## src/rtl/sia_pkg.sv

```systemverilog
// Package: shared constants for the serial interrupt aggregator.
// Assumes exactly two channels whose status nibbles sit four bits apart.
package sia_pkg;
    localparam int NUM_CH    = 2;
    localparam int STAT_W    = 8;
    localparam int ADDR_W    = 1;
    localparam int CH_STRIDE = STAT_W / NUM_CH;
    localparam int TX_OFS    = 0;
    localparam int RX_OFS    = 1;
    localparam int DBRK_OFS  = 2;
    localparam int CT_BIT    = 3;
    localparam int COS_BIT   = 7;
    localparam logic [ADDR_W-1:0] ADDR_STATUS = 1'b0;
    localparam logic [ADDR_W-1:0] ADDR_MASK   = 1'b1;
endpackage

```

## src/rtl/sia_break_tracker.sv

```systemverilog
// Module: tracks one channel's break level and raises a sticky delta flag
// on every change of that level. Assumes brk_lvl is already synchronous to clk.
// A new change has priority over the clear strobe in the same cycle.
module sia_break_tracker (
    input  logic clk,
    input  logic rst_n,
    input  logic brk_lvl,
    input  logic clr,
    output logic delta
);
    logic lvl_q;
    logic delta_q;
    logic change;

    // Purpose: detect a break start or end against last cycle's level.
    always_comb begin
        change = brk_lvl ^ lvl_q;
    end

    // Purpose: keep level history and the sticky delta flag.
    always_ff @(posedge clk) begin
        if (!rst_n) begin
            lvl_q   <= 1'b0;
            delta_q <= 1'b0;
        end else begin
            lvl_q <= brk_lvl;
            if (change) begin
                delta_q <= 1'b1;
            end else if (clr) begin
                delta_q <= 1'b0;
            end
        end
    end

    assign delta = delta_q;
endmodule

```

## src/rtl/sia_rx_select.sv

```systemverilog
// Module: picks a channel's receive status source from its mode bit.
// Purely combinational; assumes both source levels are synchronous.
module sia_rx_select (
    input  logic sel_full,
    input  logic rdy,
    input  logic full,
    output logic rx_stat
);
    // Purpose: choose FIFO-full when the mode bit is set, ready otherwise.
    always_comb begin
        rx_stat = sel_full ? full : rdy;
    end
endmodule

```

## src/rtl/sia_mask_irq.sv

```systemverilog
// Module: holds the write-only enable mask and registers the request.
// Assumes wr_en is already qualified with the mask address.
module sia_mask_irq
    import sia_pkg::*;
(
    input  logic              clk,
    input  logic              rst_n,
    input  logic              wr_en,
    input  logic [STAT_W-1:0] wdata,
    input  logic [STAT_W-1:0] status,
    output logic [STAT_W-1:0] mask,
    output logic              irq
);
    logic [STAT_W-1:0] mask_q;
    logic              irq_q;

    // Purpose: load the enable mask on a qualified write.
    always_ff @(posedge clk) begin
        if (!rst_n) begin
            mask_q <= '0;
        end else if (wr_en) begin
            mask_q <= wdata;
        end
    end

    // Purpose: register the OR of enabled, active status bits.
    always_ff @(posedge clk) begin
        if (!rst_n) begin
            irq_q <= 1'b0;
        end else begin
            irq_q <= |(status & mask_q);
        end
    end

    assign mask = mask_q;
    assign irq  = irq_q;
endmodule

```

## src/rtl/serial_irq_aggregator.sv

```systemverilog
// Module: top of the dual-channel serial interrupt aggregator. Builds the
// 8-bit status word, serves the register bus and drives the request.
// Assumes all inputs are synchronous to clk; the request is active high.
module serial_irq_aggregator
    import sia_pkg::*;
(
    input  logic              clk,
    input  logic              rst_n,
    input  logic [NUM_CH-1:0] rx_rdy,
    input  logic [NUM_CH-1:0] rx_full,
    input  logic [NUM_CH-1:0] tx_rdy,
    input  logic [NUM_CH-1:0] brk_lvl,
    input  logic [NUM_CH-1:0] rx_sel_full,
    input  logic [NUM_CH-1:0] brk_clr,
    input  logic              ct_rdy,
    input  logic              cos_evt,
    input  logic [ADDR_W-1:0] bus_addr,
    input  logic              bus_wr,
    input  logic [STAT_W-1:0] bus_wdata,
    output logic [STAT_W-1:0] bus_rdata,
    output logic              irq
);
    logic [STAT_W-1:0] status_w;
    logic [STAT_W-1:0] mask_q;
    logic [NUM_CH-1:0] delta_w;
    logic [NUM_CH-1:0] rx_w;
    logic              mask_wr;

    // Purpose: per-channel break tracking, receive select and bit placement.
    for (genvar c = 0; c < NUM_CH; c++) begin : g_ch
        sia_break_tracker u_brk (
            .clk    (clk),
            .rst_n  (rst_n),
            .brk_lvl(brk_lvl[c]),
            .clr    (brk_clr[c]),
            .delta  (delta_w[c])
        );

        sia_rx_select u_rx (
            .sel_full(rx_sel_full[c]),
            .rdy     (rx_rdy[c]),
            .full    (rx_full[c]),
            .rx_stat (rx_w[c])
        );

        assign status_w[c*CH_STRIDE + TX_OFS]   = tx_rdy[c];
        assign status_w[c*CH_STRIDE + RX_OFS]   = rx_w[c];
        assign status_w[c*CH_STRIDE + DBRK_OFS] = delta_w[c];
    end

    // Purpose: shared sources pass straight through to their bits.
    assign status_w[CT_BIT]  = ct_rdy;
    assign status_w[COS_BIT] = cos_evt;

    // Purpose: qualify mask writes by address.
    assign mask_wr = bus_wr && (bus_addr == ADDR_MASK);

    sia_mask_irq u_mask (
        .clk   (clk),
        .rst_n (rst_n),
        .wr_en (mask_wr),
        .wdata (bus_wdata),
        .status(status_w),
        .mask  (mask_q),
        .irq   (irq)
    );

    // Purpose: status reads are raw; the mask address reads as zero.
    always_comb begin
        bus_rdata = (bus_addr == ADDR_STATUS) ? status_w : '0;
    end
endmodule

```

## config.mk

```make
export PLATFORM = sky130hd
export DESIGN_NAME = serial_irq_aggregator
export DESIGN_NICKNAME = d
export VERILOG_FILES = /design/src/rtl/sia_pkg.sv /design/src/rtl/sia_break_tracker.sv /design/src/rtl/sia_rx_select.sv /design/src/rtl/sia_mask_irq.sv /design/src/rtl/serial_irq_aggregator.sv
export SDC_FILE = /design/constraint.sdc
export NUM_CORES = 1
export LEC_CHECK = 0
export CAP_MARGIN = 5
export CORE_AREA = 2 2 46 48
export CTS_CLUSTER_SIZE = 28
export DETAILED_ROUTE_END_ITERATION = 8
export DIE_AREA = 0 0 48 50
export GPL_TIMING_DRIVEN = 0
export PLACE_DENSITY_LB_ADDON = 0.25
export SETUP_SLACK_MARGIN = 0.02
export SYNTH_ARGS = -nofsm -noshare
export SYNTH_HDL_FRONTEND = slang
export SYNTH_SLANG_ARGS = --single-unit
```

## constraint.sdc

```tcl
create_clock -name clk -period 0.9 [get_ports clk]
set_input_delay 0.135 -clock clk [delete_from_list [all_inputs] [get_ports clk]]
set_output_delay 0.135 -clock clk [all_outputs]
set_load 0.005 [all_outputs]
```

==> reports/results.txt <==
routed vias - 600
Max-cap violations - 0
final net count - 140
gpl congestion - 0.7374
first-pass GRT wire length - 2.139 mm
mapped cell area - 574.3 sq um
Hold Path Class - in2reg
area leader, netlist - dfxtp_1
CP Class - reg2reg
clock root cell - clkbuf_4
Yosys cell types - 20
highest clock rate - 915.1 MHz
Hold Buf Count CTS - 0
die height - 50 um
CTS clk-pin slew, worst paths - 0.08 ns
largest family of logic cells by synthesized area - simple AND/OR/NAND/NOR gates
Yosys warnings - 0
CTS tree - yes
Post-Synth Simple-Gate Area - 0.2571
first-iteration detailed-routing DRC count - 11
mux cell area share after synthesis - 0.04357
Clock Skew - 0.002595 ns
CTS H-tree depth - 1
grt total ovfl - 0
vias in the first global route - 527
Pre-antenna DRT Iters - 4
syn nets - 92
Tcrit/Tclk final - 1.214
die width - 48 um
latest clock arrival within the worst-skew pair - 0.27 ns
Final Max Slew Viols - 0
hpwl dp - 1.073 mm
worst-path fanout max - 3
final wirelength - 1.515 mm
Synth Instances - 66
WP data arrival - 1.25 ns
Clock Path Buffers - 2
area share of fa/ha/maj cells after synthesis - 0
main area contributors after synthesis - dfxtp_1 45%, a21oi_1 8.7%, nand3_1 7.0%
Critical Path Sink Type - flop
Seq/Total Area, Yosys - 0.4532
cell area power density - 1272 nW/um^2
leakage power - 0.4390 nW
violated checks - setup timing
fin worst setup slack - -0.1928 ns
Final ANT Viol Nets - 0
initial antenna violation count - 0
Sink Count - 13
DP Worst Slack - -0.8170 ns
final hold viol count - 0
post-synth top area share - 0.4532
FP Rows - 16
outcome - finished, violations left
Setup TNS - -0.3706 ns
Slew HR - 0.8268
diode count - 0
Tightest Pin Transition - 0.2591 ns
layout cells sized above 1 - 0.3009
Max IR drop VDD - 713.2 uV
routed vias/inst - 4.286
#FFs+latches synth - 13
fin crit period - 1.093 ns
wire per inst - 10.82 um
initial core utilization - 0.3020
Die ar. - 2400 sq um
critical path launch point type - flop
PnR Total Power - 1.292 mW
unrepaired setup endpoints after global routing - true
Final setup viols - 4
compound-cell area share of the yosys netlist - 0.1569
Post-Synth XOR/XNOR Area - 0.03050
DRC - 0
pin count of the biggest net entering global routing - 11
Num CTS Buffers - 3
post-synthesis average cell area - 8.702 sq um
Total GRT Usage - 0.1262
Core ar. - 1902 sq um
port bufs - 33
Layout area overhead - 76.91%
WP data required - 1.05 ns
Ports - 35
repair_timing:
action / CTS / global route
buffers inserted: 8 / 2
pin swaps: 1 / 2
endpoints found under the setup margin: 20 / 11
resized for setup: 62 / 7
cells in the final DEF (no fill, tap or decap), types with 2 or more instances in the layout:
cell type         n
buf_6             3
a21oi_1          10
buf_4            10
clkdlybuf4s50_1  13
dlygate4sd2_1     3
inv_1             2
and2_1            2
dfxtp_1          11
nor2b_1           5
nand2_1           9
nand2b_1          2
nand3_1           8
clkbuf_4          3
xnor2_1           2
clkdlybuf4s15_1   5
buf_2            10
dfxtp_2           2
path summary, 6_finish.rpt:
| kind | startpoint | endpoint | slack (ns) | cells after the start |
|---|---|---|---|---|
| setup / recovery | g_ch[0].u_brk.delta | u_mask.irq | -0.19 | 4 |
| hold / removal | bus_wr | u_mask.mask[3] | 0.15 | 3 |
| setup reg to reg | g_ch[0].u_brk.delta | u_mask.irq | -0.19 | 4 |
| hold reg to reg | u_mask.mask[6] | u_mask.mask[6] | 0.46 | 2 |
critical path: stages, from the launching register on:
cell and delay, ns:
dfxtp_2 0.33, buf_6 0.10, a22o_1 0.20, a221oi_2 0.21, a31oi_1 0.12
final cells by class:
class	instances	area, sq um
Sequential cell	13	262.8
Tap cell	27	33.78
Timing Repair Buffer	43	354.1
Inverter	2	7.507
Clock buffer	4	26.28
Fill cell	199	885.9
Buffer	3	31.28
Multi-Input combinational cell	48	300.3
flip-flops by register name, indices dropped and copies added (netlist names):
signal and flops:
u_mask.irq 1, g_ch.u_brk.lvl_q 2, g_ch.u_brk.delta 2, u_mask.mask 8
power breakdown:
part | switching (mW) | internal, mW | leakage, nW | total, mW
registers | 0.0169 | 0.610 | 0.107 | 0.627
clock network | 0.185 | 0.172 | 0.0150 | 0.356
logic | 0.105 | 0.203 | 0.317 | 0.308
total | 0.307 | 0.985 | 0.439 | 1.29
routing by layer:
metal | vias up | part of all wire | global-route usage
met5 | - | 0 | 0
met4 | 0 | 0.0092 | 0.06757
met3 | 2 | 0.077 | 0.03297
met2 | 23 | 0.48 | 0.2022
met1 | 257 | 0.43 | 0.1457
li1 | 318 | - | -
cells in the mapped netlist, drive strengths merged:
library cell and count:
dfxtp 13, a21oi 10, nand2 9, nand3 8
nor2b 6, and2 2, buf 2, inv 2
nand2b 2, xnor2 2, a221oi 1, a22o 1
a22oi 1, a2bb2oi 1, a31oi 1, and2b 1
clkbuf 1, mux2 1, mux2i 1, nor2 1
kinds of logic after synthesis:
| logic type | count (synthesis) |
|---|---|
| XOR/XNOR | 2 |
| AND/OR/NAND/NOR | 29 |
| multiplexers | 2 |
| flip-flops | 13 |
| buffers and inverters | 5 |
| AO/OA/AOI/OAI | 15 |
per-stage QoR:
stage               utilization  area, sq um  instances  hold slack, ns
CTS                      0.5283         1005        138          0.1439
finish                   0.5342         1016        140          0.1476
global placement         0.4967        944.7        126          0.4329
global route             0.5342         1016        140          0.1442
floorplan                     -        580.6         66          0.2567
detailed placement       0.4967        944.7        126          0.4388
No activity file was read; power rests on OpenSTA's default activity.
